==> src/rtl/sds_pkg.sv <==
package sds_pkg;
  typedef enum logic [1:0] {
    V0 = 2'b00,
    V1 = 2'b01,
    VX = 2'b10,
    VZ = 2'b11
  } sval_e;

  typedef enum logic [1:0] {
    C_MIN = 2'd0,
    C_TYP = 2'd1,
    C_MAX = 2'd2,
    C_ALT = 2'd3
  } corner_e;
endpackage

==> src/rtl/sds_corner_mux.sv <==
module sds_corner_mux #(
  parameter int DW = 8
) (
  input  logic [3*DW-1:0] trip_i,
  input  logic [1:0]      corner_i,
  output logic [DW-1:0]   val_o
);
  import sds_pkg::*;

  always_comb begin
    case (corner_e'(corner_i))
      C_MIN:   val_o = trip_i[DW-1:0];
      C_MAX:   val_o = trip_i[3*DW-1:2*DW];
      default: val_o = trip_i[2*DW-1:DW];
    endcase
  end
endmodule

==> src/rtl/sds_delay_pick.sv <==
module sds_delay_pick #(
  parameter int DW = 8
) (
  input  logic [DW-1:0] rise_i,
  input  logic [DW-1:0] fall_i,
  input  logic [DW-1:0] off_i,
  input  logic [1:0]    cnt_i,
  input  logic [1:0]    dest_i,
  output logic [DW-1:0] d_dest_o,
  output logic [DW-1:0] d_fall_o,
  output logic [DW-1:0] d_off_o
);
  import sds_pkg::*;

  logic [DW-1:0] r_eff, f_eff, z_eff, rf_min;

  always_comb begin
    r_eff = rise_i;
    f_eff = (cnt_i == 2'd1) ? rise_i : fall_i;
    rf_min = (r_eff < f_eff) ? r_eff : f_eff;
    case (cnt_i)
      2'd1:    z_eff = rise_i;
      2'd2:    z_eff = rf_min;
      default: z_eff = off_i;
    endcase
  end

  always_comb begin
    case (sval_e'(dest_i))
      V1:      d_dest_o = r_eff;
      V0:      d_dest_o = f_eff;
      VZ:      d_dest_o = z_eff;
      default: d_dest_o = rf_min;
    endcase
  end

  assign d_fall_o = f_eff;
  assign d_off_o  = z_eff;
endmodule

==> src/rtl/sds_countdown.sv <==
module sds_countdown #(
  parameter int DW = 8
) (
  input  logic          clk,
  input  logic          rst_n,
  input  logic          tick_i,
  input  logic          load_i,
  input  logic [DW-1:0] val_i,
  input  logic          cancel_i,
  output logic          pend_o,
  output logic          fire_o
);
  logic [DW-1:0] cnt_q, cnt_d;
  logic          pend_q, pend_d;

  always_comb begin
    fire_o = pend_q && ((cnt_q == '0) || (tick_i && (cnt_q == DW'(1))));
    cnt_d  = cnt_q;
    pend_d = pend_q;
    if (load_i) begin
      pend_d = 1'b1;
      cnt_d  = val_i;
    end else if (cancel_i || fire_o) begin
      pend_d = 1'b0;
    end else if (pend_q && tick_i) begin
      cnt_d = cnt_q - DW'(1);
    end
  end

  always_ff @(posedge clk or negedge rst_n) begin
    if (!rst_n) begin
      cnt_q  <= '0;
      pend_q <= 1'b0;
    end else begin
      cnt_q  <= cnt_d;
      pend_q <= pend_d;
    end
  end

  assign pend_o = pend_q;
endmodule

==> src/rtl/sw_delay_sched.sv <==
module sw_delay_sched #(
  parameter int DW = 8
) (
  input  logic            clk,
  input  logic            rst_n,
  input  logic            tick_i,
  input  logic            tgt_vld_i,
  input  logic [1:0]      tgt_i,
  input  logic            via_z_i,
  input  logic [1:0]      dly_cnt_i,
  input  logic [1:0]      corner_i,
  input  logic [3*DW-1:0] rise_i,
  input  logic [3*DW-1:0] fall_i,
  input  logic [3*DW-1:0] off_i,
  output logic [1:0]      out_o
);
  import sds_pkg::*;

  localparam int NSET = 3;

  logic [NSET-1:0][3*DW-1:0] trip;
  logic [NSET-1:0][DW-1:0]   raw;
  logic [DW-1:0]             d_tgt, d_fall, d_off;

  sval_e         out_q, out_d, dest_q, dest_d, tgt_v;
  logic          two_q, two_d, via;
  logic          cd_load, cd_cancel, cd_pend, cd_fire;
  logic [DW-1:0] cd_val;

  assign trip = {off_i, fall_i, rise_i};

  // one corner selector per delay kind
  for (genvar g = 0; g < NSET; g++) begin : g_corner
    sds_corner_mux #(.DW(DW)) u_mux (
      .trip_i  (trip[g]),
      .corner_i(corner_i),
      .val_o   (raw[g])
    );
  end

  sds_delay_pick #(.DW(DW)) u_pick (
    .rise_i  (raw[0]),
    .fall_i  (raw[1]),
    .off_i   (raw[2]),
    .cnt_i   (dly_cnt_i),
    .dest_i  (tgt_i),
    .d_dest_o(d_tgt),
    .d_fall_o(d_fall),
    .d_off_o (d_off)
  );

  sds_countdown #(.DW(DW)) u_cd (
    .clk     (clk),
    .rst_n   (rst_n),
    .tick_i  (tick_i),
    .load_i  (cd_load),
    .val_i   (cd_val),
    .cancel_i(cd_cancel),
    .pend_o  (cd_pend),
    .fire_o  (cd_fire)
  );

  // next-state: strobe handling has priority over an expiring countdown
  always_comb begin
    out_d     = out_q;
    dest_d    = dest_q;
    two_d     = two_q;
    cd_load   = 1'b0;
    cd_cancel = 1'b0;
    cd_val    = '0;
    tgt_v     = sval_e'(tgt_i);
    via       = via_z_i && (out_q == V1) && (tgt_v == V0);
    if (tgt_vld_i) begin
      two_d = 1'b0;
      if (tgt_v == out_q) begin
        cd_cancel = 1'b1;
      end else if (via) begin
        if (d_off == '0) begin
          out_d   = VZ;
          cd_load = 1'b1;
          cd_val  = d_fall;
          dest_d  = V0;
        end else begin
          cd_load = 1'b1;
          cd_val  = d_off;
          dest_d  = VZ;
          two_d   = 1'b1;
        end
      end else if (d_tgt == '0) begin
        out_d     = tgt_v;
        cd_cancel = 1'b1;
      end else begin
        cd_load = 1'b1;
        cd_val  = d_tgt;
        dest_d  = tgt_v;
      end
    end else if (cd_fire) begin
      out_d = dest_q;
      if (two_q) begin
        cd_load = 1'b1;
        cd_val  = d_fall;
        dest_d  = V0;
        two_d   = 1'b0;
      end
    end
  end

  always_ff @(posedge clk or negedge rst_n) begin
    if (!rst_n) begin
      out_q  <= VZ;
      dest_q <= VZ;
      two_q  <= 1'b0;
    end else begin
      out_q  <= out_d;
      dest_q <= dest_d;
      two_q  <= two_d;
    end
  end

  assign out_o = out_q;
endmodule

==> config.mk <==
export PLATFORM = sky130hd
export DESIGN_NAME = sw_delay_sched
export DESIGN_NICKNAME = d
export VERILOG_FILES = /design/src/rtl/sds_pkg.sv /design/src/rtl/sds_corner_mux.sv /design/src/rtl/sds_delay_pick.sv /design/src/rtl/sds_countdown.sv /design/src/rtl/sw_delay_sched.sv
export SDC_FILE = /design/constraint.sdc
export NUM_CORES = 1
export LEC_CHECK = 0
export BUFFER_PORTS_ARGS = -buffer_cell sky130_fd_sc_hd__buf_4
export CORE_MARGIN = 2
export CORE_UTILIZATION = 48
export DETAILED_ROUTE_END_ITERATION = 10
export GPL_TIMING_DRIVEN = 1
export MAX_ROUTING_LAYER = met4
export PLACE_DENSITY = 0.74
export RECOVER_POWER = 50
export SETUP_SLACK_MARGIN = 0.02
export SLEW_MARGIN = 20
export SYNTH_ARGS = -nofsm -noshare
export SYNTH_HDL_FRONTEND = slang
export SYNTH_HIERARCHICAL = 1
export SYNTH_SLANG_ARGS = --single-unit
==> constraint.sdc <==
create_clock -name clk -period 2.3 [get_ports clk]
set_input_delay 0.115 -clock clk [delete_from_list [all_inputs] [get_ports clk]]
set_output_delay 0.115 -clock clk [all_outputs]
set_load 0.005 [all_outputs]
==> results.cfg <==
[critical_path]
startpoint_type = input pin
critPathRequiredTime_ps = 2480
cp-end-kind = flop
critical_path_class = input pin to flop
cp_slowest_cell = o31a_1
path_buf_inv = 7
crit_path_start = corner_i[1]
crit_family = compound AO/OA/AOI/OAI gates
critPathArrivalTime_ps = 4110
cp_max_fo = 7
crit_top_cell = buf_4
r2r-start = u_cd/cnt_q[0]
slowest_delay_ps = 280

[cells_and_area]
nets = 669
finalNonFillerCells = 647
drive_gt1_share_pct = 49.74
postLayoutCellArea_mm2 = 0.004870
final_core_util_pct = 87.36
syn_to_final_growth_pct = 72.90
num_antenna_cells = 0
nFillCells = 268

[timing]
finalHoldViolCount = 0
timing.clock.skew_ps = 4.411
tightest_slew_ps = 846.6
hold-worst-slack_ps = 197.2
setup_slack_ps = -1631
setup_violations = 14
max_freq_mhz = 254.4
finalSetupTns_ps = -19620
rsz0062_at_grt = true
period_share_pct = 170.9
slew_headroom_pct = 43.56
period_needed_ps = 3931
slew_violations = 0

[synth]
syn_nets = 478
ys_ff_latch = 14
postSynth.asyncResetShare_pct = 100.0
synth_area_leader_cell = mux2i_1
synth-edff-count = 0
syn_area_per_cell_um2 = 7.315
syn_inst = 385
syn_area_mm2 = 0.002816
yosysWarningCount = 6
ys_seq_area_share_pct = 12.62
synth.top_cell.area_share_pct = 16.70
synth.area.top_cells = mux2i_1 (17%), nand2_1 (9.3%), dfrtp_1 (8.9%)
synth_cell_type_count = 67
yosys_most_used_dff = dfrtp_1

[placed_design]
dp.cells = 615
port_buffers = 84
gp_congestion = 0.9312
post-dp-hpwl_um = 7948
placed_area_mm2 = 0.004224
dp_slack_ps = -1963

[floorplanning]
ios = 85
die_y_um = 80.60
core_area_mm2 = 0.005574
std_cell_rows = 27
die_area_mm2 = 0.006496
chipWidth_um = 80.60
initial_core_util_pct = 50.53

[power_and_ir_drop]
finalPower_mw = 3.112
ir_worst_vdd_uv = 714.4
p_leak_nw = 2.335
p_per_area_mw_per_mm2 = 639.1

[clocking]
htree_levels = 1
cts.path.max_buffers = 2
insertion_delay_ps = 250
cts.sinks = 14
cts.clk_slew.worst_paths_ps = 60
cts_root_buf = clkbuf_8
numCtsBuffers = 3
cts_tree = done

[drt]
ant_nets = 0
firstDrtPassIters = 8
via_per_inst = 6.417
route.detailed.drc = 0
num_vias = 4152
dr.first_iter.drc_count = 565
wire_per_inst_um = 20.84
drt_wl_total_um = 13490

[global_route]
grt_pass1_wl_um = 17240
antenna_found_initial = 0
track_usage_pct = 35.09
met3_usage_pct = 6.180
busiest_layer = met2
grt.overflow.total = 0
grt_util_met1_pct = 40.56
grt_max_degree = 26
grt_use_met2_pct = 61.67
grt_pass1_vias = 3760

[min_path]
worstHoldPathType = input pin to flop
min_from = tgt_vld_i

[outcome]
status = complete, but fails checks
violations = setup timing

[flow_run]
max-cap-violations = 0
routing by layer:
metal  share of wire (%)  wire length [um]
met1                  35              4717
met2                  47              6346
met3                  12              1566
met4                 6.3               856
met5                   0                 0
sequential cells by signal (all words and copies together) (netlist names):
signal,flops
out_o,2
u_cd/cnt_q,8
dest_q,2
two_q,1
u_cd/pend_o,1
cell families (layout without fill, tap and decap cells):
kind of cell	count (synthesis)	count (layout)	synth area share (%)
AO/OA/AOI/OAI	128	128	30.39
XOR/XNOR	5	5	1.555
adder cells (fa/ha/maj)	10	10	4.442
buffers and inverters	44	234	8.440
flip-flops	14	14	12.62
multiplexers	52	52	18.70
AND/OR/NAND/NOR	132	132	23.86
tightest hold or removal path: cells and delay by family:
kind | cells | cell delay [ps]
buf+inv | 1 | 160
mux | 1 | 60
simple gates | 1 | 90
worst paths after layout:
kind                       cells after the start            end  slack (ps)
max                                           25  u_cd/cnt_q[3]       -1630
max reg2reg                                   12  u_cd/cnt_q[1]        -330
min                                            3      dest_q[0]         200
min in group asynchronous                      2  u_cd/cnt_q[6]         480
min reg2reg                                    2      dest_q[0]         480
max in group asynchronous                      2          two_q        1300
power by group:
| group | internal [mW] | leakage [nW] | switching [mW] |
|---|---|---|---|
| Combinational | 1.18 | 2.14 | 1.18 |
| Clock | 0.152 | 0.0288 | 0.0966 |
| Sequential | 0.381 | 0.168 | 0.129 |
what timing repair did:
action	in CTS	in global routing
resized for setup	37	40
hold buffers	1	0
buffers inserted	17	11
pin swaps	24	16
gates cloned	0	1
hold endpoints to repair	14	0
endpoints found under the setup margin	14	14
cells in the mapped netlist, types with 10 or more instances:
cell,n
o21ai_0,41
a21oi_1,13
o21bai_1,12
ha_1,10
nand2_1,70
inv_1,22
nor2b_1,10
nor2_1,10
o21ai_1,26
mux2i_1,47
dfrtp_1,10
cells in the final DEF, fill, tap and decap left out, types with 3 or more instances in the layout:
| master | instances |
|---|---|
| buf_4 | 189 |
| mux2i_4 | 4 |
| mux2_4 | 4 |
| o21ai_0 | 30 |
| a21oi_1 | 11 |
| o22ai_1 | 5 |
| nand3_1 | 8 |
| ha_1 | 5 |
| nand2_1 | 65 |
| dfstp_2 | 4 |
| nand2b_1 | 4 |
| dfrtp_1 | 10 |
| ha_4 | 5 |
| a32oi_1 | 5 |
| nor2_1 | 10 |
| inv_1 | 16 |
| buf_6 | 10 |
| buf_12 | 3 |
| o21bai_1 | 10 |
| mux2i_1 | 42 |
| nand2_4 | 4 |
| o21ai_1 | 26 |
| inv_2 | 4 |
| nor2b_1 | 10 |
| clkbuf_8 | 4 |
| o21ai_4 | 5 |
| nor4_2 | 4 |
| nand3b_1 | 5 |
| o21ai_2 | 9 |
final cells by class:
class                   instances  area (um2)  share of cell area (%)
inverters                      23       92.59                   1.901
clock buffers                   4       55.05                   1.131
repair buffers                207        1673                   34.35
multi-input cells             327        2604                   53.47
well taps                      72       90.09                   1.850
flip-flops and latches         14       355.3                   7.297
No activity file was read; power rests on OpenSTA's default activity.
